$ cat src/rtl/boot_seq.sv
module boot_seq #(
  parameter int WORDS = 32,
  parameter int PM_AW = 14,
  parameter int BM_AW = 16
) (
  input  logic             clk,
  input  logic             rst_n,
  input  logic [2:0]       mode_pins,
  output logic [BM_AW-1:0] bm_addr,
  output logic             bm_rd,
  input  logic [7:0]       bm_data,
  input  logic             hst_wr,
  input  logic             hst_dm,
  input  logic [PM_AW-1:0] hst_addr,
  output logic             pm_we,
  output logic [PM_AW-1:0] pm_addr,
  output logic [23:0]      pm_wdata,
  output logic             core_hold,
  output logic             done
);
  localparam int CNT_W = $clog2(WORDS + 1);
  localparam logic [2:0] MODE_BYTE = 3'b000;
  localparam logic [2:0] MODE_HOST = 3'b101;

  typedef enum logic [2:0] {S_RST, S_LOAD, S_LAST, S_HOST, S_DONE} st_t;

  st_t              st;
  logic [2:0]       mode_q;
  logic [BM_AW-1:0] ext_ptr;
  logic [PM_AW-1:0] int_ptr;
  logic [CNT_W-1:0] left;
  logic [1:0]       bsel;
  logic [15:0]      acc;

  always_ff @(posedge clk) begin
    if (!rst_n) begin
      st       <= S_RST;
      mode_q   <= mode_pins;
      ext_ptr  <= '0;
      int_ptr  <= '0;
      left     <= CNT_W'(WORDS);
      bsel     <= '0;
      acc      <= '0;
      pm_we    <= 1'b0;
      pm_addr  <= '0;
      pm_wdata <= '0;
    end else begin
      pm_we <= 1'b0;
      case (st)
        S_RST:
          st <= (mode_q == MODE_BYTE) ? S_LOAD :
                (mode_q == MODE_HOST) ? S_HOST : S_DONE;
        S_LOAD: begin
          ext_ptr <= ext_ptr + 1'b1;
          if (bsel != 2'd2) begin
            acc  <= {acc[7:0], bm_data};
            bsel <= bsel + 2'd1;
          end else begin
            bsel     <= '0;
            pm_we    <= 1'b1;
            pm_addr  <= int_ptr;
            pm_wdata <= {acc, bm_data};
            int_ptr  <= int_ptr + 1'b1;
            left     <= left - 1'b1;
            if (left == CNT_W'(1)) st <= S_LAST;
          end
        end
        S_LAST: st <= S_DONE;
        S_HOST:
          if (hst_wr && !hst_dm && hst_addr == '0) st <= S_DONE;
        default: ;
      endcase
    end
  end

  assign bm_rd     = (st == S_LOAD);
  assign bm_addr   = ext_ptr;
  assign core_hold = (st != S_DONE);
  assign done      = (st == S_DONE);
endmodule


$ cat config.mk
export PLATFORM = sky130hd
export DESIGN_NAME = boot_seq
export DESIGN_NICKNAME = d
export VERILOG_FILES = /design/src/rtl/boot_seq.sv
export SDC_FILE = /design/constraint.sdc
export NUM_CORES = 1
export LEC_CHECK = 0
export BUFFER_PORTS_ARGS = -buffer_cell sky130_fd_sc_hd__buf_2
export CAP_MARGIN = 10
export CELL_PAD_IN_SITES_DETAIL_PLACEMENT = 0
export CELL_PAD_IN_SITES_GLOBAL_PLACEMENT = 1
export CORE_MARGIN = 2
export CORE_UTILIZATION = 31
export DETAILED_ROUTE_END_ITERATION = 6
export HOLD_SLACK_MARGIN = 0.03
export PLACE_DENSITY = 0.67
export RECOVER_POWER = 25
export SETUP_SLACK_MARGIN = 0.05
export SLEW_MARGIN = 10
export SYNTH_ARGS = -nofsm -noshare
export SYNTH_HDL_FRONTEND = slang
export SYNTH_SLANG_ARGS = --single-unit
export TNS_END_PERCENT = 50
$ cat constraint.sdc
create_clock -name clk -period 4.1 [get_ports clk]
set_input_delay 0.82 -clock clk [delete_from_list [all_inputs] [get_ports clk]]
set_output_delay 0.82 -clock clk [all_outputs]
set_load 0.02 [all_outputs]
==> results of run 1 <==
[metrics by stage]
| stage | std cells | utilization (%) | area [µm²] | worst slack (ns) | power (mW) |
|---|---|---|---|---|---|
| detailed placement | 705 | 35.97 | 4502 | 1.521 | 1.169 |
| global placement | 705 | 35.97 | 4502 | 1.556 | 1.167 |
| floorplan | 471 | - | 3948 | 2.123 | 1.128 |
| global route | 721 | 37.96 | 4752 | 1.002 | 2.059 |
| CTS | 721 | 38.31 | 4796 | 1.142 | 2.003 |
| finish | 721 | 37.96 | 4752 | 1.176 | 1.975 |
[cell usage after synthesis, types with 2 or more instances]
master	number
nand3_1	14
a21oi_1	64
nand4_1	7
nor3_1	4
nor2_1	33
dfxtp_1	96
xor2_1	13
and4_1	5
edfxtp_1	3
nand2b_1	5
or3_1	6
clkbuf_1	16
nand2_1	130
nor4b_1	2
mux2i_1	4
ha_1	4
and3_1	5
inv_1	6
buf_2	8
nor4_1	7
nand3b_1	2
o211a_1	2
xnor2_1	12
o21ai_0	6
[cell type report]
class,instances,share of cell area (%)
tap,172,4.529
multi-input combinational,339,37.68
clock buffer,9,4.739
clock inverter,7,1.448
timing repair buffer,88,8.715
sequential,99,42.34
inverter,7,0.5529
[state kept, by name (all words and copies together), names as in the netlist]
register / cells
pm_wdata: 24
acc: 16
bm_addr: 16
int_ptr: 14
pm_addr: 14
left: 6
mode_q: 3
st: 3
bsel: 2
pm_we: 1
[power groups by stage]
stage               sequential (mW)  clock (mW)  combinational [mW]
floorplan                      1.02           0               0.107
global placement               1.03           0               0.135
detailed placement             1.03           0               0.136
CTS                            1.01       0.857               0.137
global route                   1.01       0.894               0.151
finish                         1.01       0.830               0.136
[critical path, delay by kind of cell (launching register included)]
family                 cells  cell delay (ns)
DFF                        1             0.52
buffers and inverters      2             0.65
and+or+nand+nor            1             0.58
[kinds of logic (layout without fill, tap and decap cells)]
kind of cell	count (synthesis)	in the layout	share of synthesized area (%)
DFF	99	99	50.97
muxes	4	4	1.014
adders and majority gates	4	4	1.268
xor gates and xnor gates	25	25	5.547
and+or+nand+nor	229	229	27.10
AOI/OAI and AO/OA	77	77	10.43
buffers and inverters	33	111	3.677
[worst max-delay path by stage]
stage	from	end	slack [ns]	cells past startpoint
after floorplan	st[2]	bm_rd	2.12	4
after global placement	st[0]	bm_rd	1.56	3
after detailed placement	st[0]	bm_rd	1.52	3
after CTS	st[0]	bm_rd	1.14	3
after global routing	st[0]	bm_rd	1.00	3
final	st[0]	bm_rd	1.18	3
[layer usage]
| layer | vias to the layer above | track usage, % |
|---|---|---|
| met4 | 0 | 5.490 |
| met1 | 1539 | 18.03 |
| li1 | 1727 | - |
| met3 | 15 | 3.399 |
| met2 | 83 | 20.77 |
| met5 | - | 0 |
==> impl_metrics.toml, run 1 <==
[power_and_ir_drop]
internal_power_mw = 1.461
p_switching_mw = 0.5138
vdd_drop_max_v = 0.0001722
power_frac_comb_pct = 6.9
powerDensity_nw_per_um2 = 415.7
swShare_pct = 26.01
pwr-share-clk_pct = 42.0
p_leak_nw = 1.682
sequentialPowerShare_pct = 51.1

[yosys]
syn-num-nets = 504
synth_seq_cells = 99
ys_async_sr_fraction_pct = 0
yosysTopAreaCell = "dfxtp_1"
synth.avg_cell_area_um2 = 8.381
ys.flop_type = "dfxtp_1"
syn_inst = 471
synth_cell_types = 41
synth_top_area_share_pct = 48.68
syn-cell-area_um2 = 3948
yosys_warnings = 0
synth_edf_count = 3
ys_top_cells_by_area = "dfxtp_1 (49%), nand2_1 (12%), a21oi_1 (8.1%)"
synth_seq_area_share_pct = 50.97

[final_layout]
regArea_um2 = 2012
diodes = 0
fill_cells = 1356
nets = 577
multi_input_area_um2 = 1790
syn_to_final_growth_pct = 20.38
layout_commonest_cell = "nand2_1"
final_cell_mix = "nand2_1 (130), dfxtp_1 (96), a21oi_1 (64), buf_2 (51), clkbuf_1 (35)"
drive_gt1_share_pct = 13.84

[worst_setup_path]
cp-start-kind = "flip-flop"
crit_slowest_cell = "or3b_1"
cp_max_fo = 14
r2r_slack_ns = 1.68
cp-end-kind = "output port"
path_class = "flip-flop to output port"
path_cells = "or3b_1, inv_1, buf_2"
reg2reg_from = "st[0]"
slowest_delay_ns = 0.58
crit_required_ns = 3.28
r2r-end = "int_ptr[12]"
r2r_cells = 5
cp.arrival_ns = 2.10

[placed_design]
place.gp.congestion = 0.7733
io_buffers = 86
dp_hpwl_um = 5998

[worst_hold_path]
min_to = "pm_wdata[22]"
hp-start = "pm_wdata[22]"
hold_class = "flip-flop to flip-flop"
whs_path_depth = 2

[detailed_routing]
drt_iter0_drc = 159
drt-total-wl_um = 9052
wl_met1_um = 4581
drt_pass1_iterations = 4
drc = 0
dr_wl_met2_um = 3834
vias_per_cell = 4.666
wl_per_cell_um = 12.55
top_layer = "met4"
via_count = 3364
antenna_left = 0
wl_met3_um = 427

[clocking]
cts_buffer_depth = 2
cts_tree = "done"
clk_pin_slew_ns = 0.07
cts_setup_buffers = 0
cts_sinks = 99
cts_root_buf = "clkbuf_16"
post_cts_resized = 0
numCtsBuffers = 9
cts_max_level = 3
insertion_delay_ns = 0.35
hold_buffers = 0

[timing]
hold_violations = 0
setup_tns_ns = 0
max_freq_ghz = 0.3420
relSlewSlack_pct = 34.99
min_period_ns = 2.924
tightestPinTransition_ns = 0.9729
fin_skew_ns = 0.009957
fin_crit_sh_pct = 71.32
rsz0062_at_grt = "no"
setup_violations = 0
whs_ns = 0.4539
slew_violations = 0

[global_routing]
grt_max_degree = 50
antenna_found_initial = 0
grt_usage_pct = 13.45
grt_pass1_wl_um = 14520
grt_overflow = 0
grt_pass1_vias = 3087

[floorplan]
coreArea_um2 = 12520
num_rows = 41
die_w_um = 116.8
initial_core_util_pct = 31.54
die_h_um = 116.8
die-area_um2 = 13650
io_pins = 87

[run_status]
status = "complete, no violations"

[run]
maxCapViolCount = 0
Note: power is estimated with default switching activity, not from simulation.
==> run 2, diff against run 1 <==
PLACE_DENSITY = 0.7   (was 0.67)
clock period = 2.5 ns   (was 4.1 ns; I/O delays follow)
==> run 2 against run 1 <==
Compared with the run above:
- sequential share of layout area is 0.63 points lower
- non-clock buffer count is 6 higher
- clock-buffer cell count is 1 higher
- combinational power is 75% higher
- largest cell class unchanged
- highest routed layer unchanged
- via count is 0.59% higher
- critical path depth stayed put
==> impl_metrics.toml, run 2 (synthesis gave the netlist of run 1 again) <==
[global_routing]
grt_pass1_wl_um = 14810
grt_pass1_vias = 3155
antenna_found_initial = 0
grt_usage_pct = 13.75
grt_overflow = 0
grt_max_degree = 43

[detailed_routing]
via_count = 3384
drt_iter0_drc = 148
antenna_left = 0
wl_per_cell_um = 12.46
drt-total-wl_um = 9057
wl_met3_um = 478
wl_met1_um = 4340
dr_wl_met2_um = 4071
drt_pass1_iterations = 4
vias_per_cell = 4.655
top_layer = "met4"
drc = 0

[timing]
relSlewSlack_pct = 33.11
slew_violations = 0
setup_violations = 0
rsz0062_at_grt = "no"
hold_violations = 0
setup_tns_ns = 0
fin_skew_ns = 0.006003
min_period_ns = 2.326
tightestPinTransition_ns = 1.002
fin_crit_sh_pct = 93.02
whs_ns = 0.3358
max_freq_ghz = 0.4300

[worst_hold_path]
hold_class = "input pin to flip-flop"
whs_path_depth = 1

[final_layout]
regArea_um2 = 2012
multi_input_area_um2 = 1790
diodes = 0
layout_commonest_cell = "nand2_1"
regMostFlops = "pm_wdata"
postLayoutCoreUtil_pct = 38.53
largest_reg_flops = 24
final_area_um2 = 4823
drive_gt1_share_pct = 15.32
nets = 583
final_cell_mix = "nand2_1 (130), dfxtp_1 (96), a21oi_1 (64), buf_2 (57), nor2_1 (33)"
syn_to_final_growth_pct = 22.19
fill_cells = 1343

[run]
maxCapViolCount = 0

[clocking]
insertion_delay_ns = 0.34
cts_root_buf = "clkbuf_16"
post_cts_resized = 0
cts_tree = "done"
numCtsBuffers = 9
cts_max_level = 3
cts_sinks = 99
cts_setup_buffers = 0
cts_buffer_depth = 2
hold_buffers = 0
clk_pin_slew_ns = 0.06

[floorplan]
io_pins = 87
die_w_um = 116.8
die-area_um2 = 13650
initial_core_util_pct = 31.54
die_h_um = 116.8
coreArea_um2 = 12520
num_rows = 41

[worst_setup_path]
crit_required_ns = 2.00
cp.arrival_ns = 1.83
r2r_cells = 5
path_class = "flip-flop to output port"
cp-end-kind = "output port"
cp-start-kind = "flip-flop"
cp_max_fo = 14

[run_status]
status = "complete, no violations"

[power_and_ir_drop]
powerDensity_nw_per_um2 = 697.5
pwr-share-clk_pct = 43.8
p_leak_nw = 1.752
internal_power_mw = 2.581
swShare_pct = 23.27
power_frac_comb_pct = 7.1
p_switching_mw = 0.7829
sequentialPowerShare_pct = 49.1
vdd_drop_max_v = 0.0003155

[placed_design]
place.gp.congestion = 0.7980
postPlaceCellArea_um2 = 4547
io_buffers = 86
dp_hpwl_um = 6289
-- run 2: cell count changes in the layout (fill, tap and decap cells not counted), moves of 2 or more --
cell | previous run | this run
buf_2 | 51 | 57
inv_6 | 3 | 1
clkbuf_1 | 35 | 31
buf_4 | 1 | 6
bufinv_16 | 0 | 2
-- run 2: through the flow --
stage,power (mW),cells,worst slack [ns]
after floorplan,1.850,471,0.7321
after global placement,1.924,711,0.5595
after detailed placement,1.931,711,0.4643
after CTS,3.418,727,0.1726
after global routing,3.504,727,0.06435
final,3.364,727,0.1744
-- run 2: worst max-delay path: stages, from the launching register on --
cell and delay (ns):
dfxtp_1 0.41, or3b_1 0.44, inv_1 0.38, buf_2 0.26
-- run 2: power groups by stage --
stage | Clock [mW] | Combinational (mW) | Sequential (mW)
after floorplan | 0 | 0.176 | 1.67
after global placement | 0 | 0.240 | 1.68
after detailed placement | 0 | 0.245 | 1.69
after CTS | 1.52 | 0.245 | 1.65
after global routing | 1.58 | 0.266 | 1.66
final | 1.47 | 0.238 | 1.65
-- run 2: area by class of cell --
type	count	share of cell area, %
Clock buffer	10	4.747
Clock inverter	6	1.816
Timing Repair Buffer	94	9.598
Multi-Input combinational cell	339	37.12
Tap cell	172	4.462
Inverter	7	0.5447
Sequential cell	99	41.71
-- run 2: final timing paths --
kind / startpoint / endpoint / slack (ns)
hold reg to reg: pm_addr[4] / pm_addr[4] / 0.45
hold / removal: mode_pins[2] / mode_q[2] / 0.34
setup / recovery: st[2] / bm_rd / 0.17
setup reg to reg: st[2] / int_ptr[12] / 0.42
-- run 2: per-layer routing --
layer  vias to the layer above  global-route usage, %
met4                         0                  5.961
met3                        12                  3.038
met1                      1547                  17.78
met2                        85                  22.20
li1                       1740                      -
met5                         -                      0
==> run 3, diff against run 2 <==
CELL_PAD_IN_SITES_DETAIL_PLACEMENT = default   (was 0)
CELL_PAD_IN_SITES_GLOBAL_PLACEMENT = default   (was 1)
PLACE_DENSITY = 0.55   (was 0.7)
==> run 3 against run 2 <==
Compared with the run above:
- sequential share of layout area fell by 0.32 points
- worst setup slack improved by 0.022 ns
- worst hold slack improved by 0.0018 ns
- utilization rose by 0.30 points
- sequential cell count stayed put
- critical path type unchanged
- critical endpoint unchanged
- largest cell class unchanged
==> impl_metrics.toml, run 3 (synthesis gave the netlist of run 1 again) <==
[worst_setup_path]
path_class = "flip-flop to output port"
slowest_delay_ns = 0.46
cp-start-kind = "flip-flop"
crit_slowest_cell = "or3b_1"
crit_family = "buffers and inverters"
path_cells = "or3b_1, inv_1, buf_2"
cp-end-kind = "output port"
cp_max_fo = 14
crit_required_ns = 2.00
critPathBufInv = 2
cp.arrival_ns = 1.80

[global_routing]
antenna_found_initial = 0
grt_pass1_wl_um = 14890
grt.met3_usage_pct = 3.347
grt_max_degree = 42
use_met1_pct = 17.94
grt_usage_pct = 13.70
gr-max-usage-layer = "met2"
use_met2_pct = 21.89
grt_pass1_vias = 3176
grt_overflow = 0

[clocking]
cts_tree = "done"
numCtsBuffers = 9
cts_max_level = 3
cts_root_buf = "clkbuf_16"
post_cts_resized = 0
cts_setup_buffers = 0
hold_buffers = 0
cts_sinks = 99
clk_pin_slew_ns = 0.07
cts_buffer_depth = 2
insertion_delay_ns = 0.34

[final_layout]
layout_commonest_cell = "nand2_1"
final_area_um2 = 4861
multi_input_area_um2 = 1774
diodes = 0
nets = 583
fill_cells = 1343
syn_to_final_growth_pct = 23.14
drive_gt1_share_pct = 15.32
regArea_um2 = 2012
largest_reg_flops = 24
regMostFlops = "pm_wdata"
final_cell_mix = "nand2_1 (130), dfxtp_1 (96), a21oi_1 (64), buf_2 (58), nor2_1 (33)"

[detailed_routing]
drt_pass1_iterations = 4
wl_per_cell_um = 12.40
antenna_left = 0
vias_per_cell = 4.662
via_count = 3389
drt_iter0_drc = 224
drc = 0
drt-total-wl_um = 9017

[power_and_ir_drop]
vdd_drop_max_v = 0.0002898
p_leak_nw = 1.783
p_switching_mw = 0.8114
sequentialPowerShare_pct = 45.8
power_frac_comb_pct = 6.4
powerDensity_nw_per_um2 = 740.1
pwr-share-clk_pct = 47.8
internal_power_mw = 2.786
swShare_pct = 22.55

[floorplan]
coreArea_um2 = 12520
die_h_um = 116.8
io_pins = 87
initial_core_util_pct = 31.54
die-area_um2 = 13650
die_w_um = 116.8
num_rows = 41

[placed_design]
io_buffers = 86
dp_hpwl_um = 6364
place.gp.congestion = 0.7761
postPlaceCellArea_um2 = 4547

[timing]
slew_violations = 0
min_period_ns = 2.304
fin_crit_sh_pct = 92.14
fin_skew_ns = 0.007115
hold_violations = 0
setup_tns_ns = 0
setup_violations = 0
relSlewSlack_pct = 51.39
tightestPinTransition_ns = 0.7292
whs_ns = 0.3376
max_freq_ghz = 0.4341
rsz0062_at_grt = "no"

[run_status]
status = "complete, no violations"

[run]
maxCapViolCount = 0

[worst_hold_path]
hold_class = "input pin to flip-flop"
[run 3: power groups by stage]
stage                     logic [mW]  clock network (mW)  registers (mW)
after CTS                      0.241                1.75            1.65
after detailed placement       0.240                   0            1.68
after floorplan                0.176                   0            1.67
after global routing           0.258                1.82            1.65
final                          0.230                1.72            1.65
after global placement         0.235                   0            1.68
[run 3: area by class of cell]
cell class	instances	share of cell area, %
inverters	7	0.5405
flip-flops and latches	99	41.39
clock inverters	7	3.012
clock buffers	9	4.633
multi-input cells	339	36.50
repair buffers	94	9.498
well taps	172	4.427
[run 3: final timing paths]
path                startpoint           end  slack (ns)  depth (start not counted)
hold reg to reg   pm_wdata[22]  pm_wdata[22]        0.46                          2
setup / recovery         st[2]         bm_rd        0.20                          3
hold / removal    mode_pins[2]     mode_q[2]        0.34                          1
setup reg to reg         st[0]   bm_addr[13]        0.39                          5
[run 3: stage by stage]
stage / std cells / total power, mW / setup slack, ns / utilization [%]
floorplan: 471 / 1.850 / 0.7321 / -
CTS: 727 / 3.636 / 0.1876 / 39.29
global route: 727 / 3.734 / 0.08802 / 38.83
detailed placement: 711 / 1.925 / 0.4585 / 36.33
global placement: 711 / 1.919 / 0.5223 / 36.33
finish: 727 / 3.598 / 0.1965 / 38.83
[run 3: worst register-to-register path: cells and delay by family, from the launching register on]
family / cells / cell delay, ns
AND/OR/NAND/NOR: 3 / 1.27
flip-flops: 1 / 0.32
buffers and inverters: 1 / 0.30
AO/OA/AOI/OAI: 1 / 0.14
[run 3: per-layer routing]
metal	wire length, µm	part of all wire (%)
met5	0	0
met4	128	1.4
met3	448	5.0
met2	4086	45
met1	4353	48
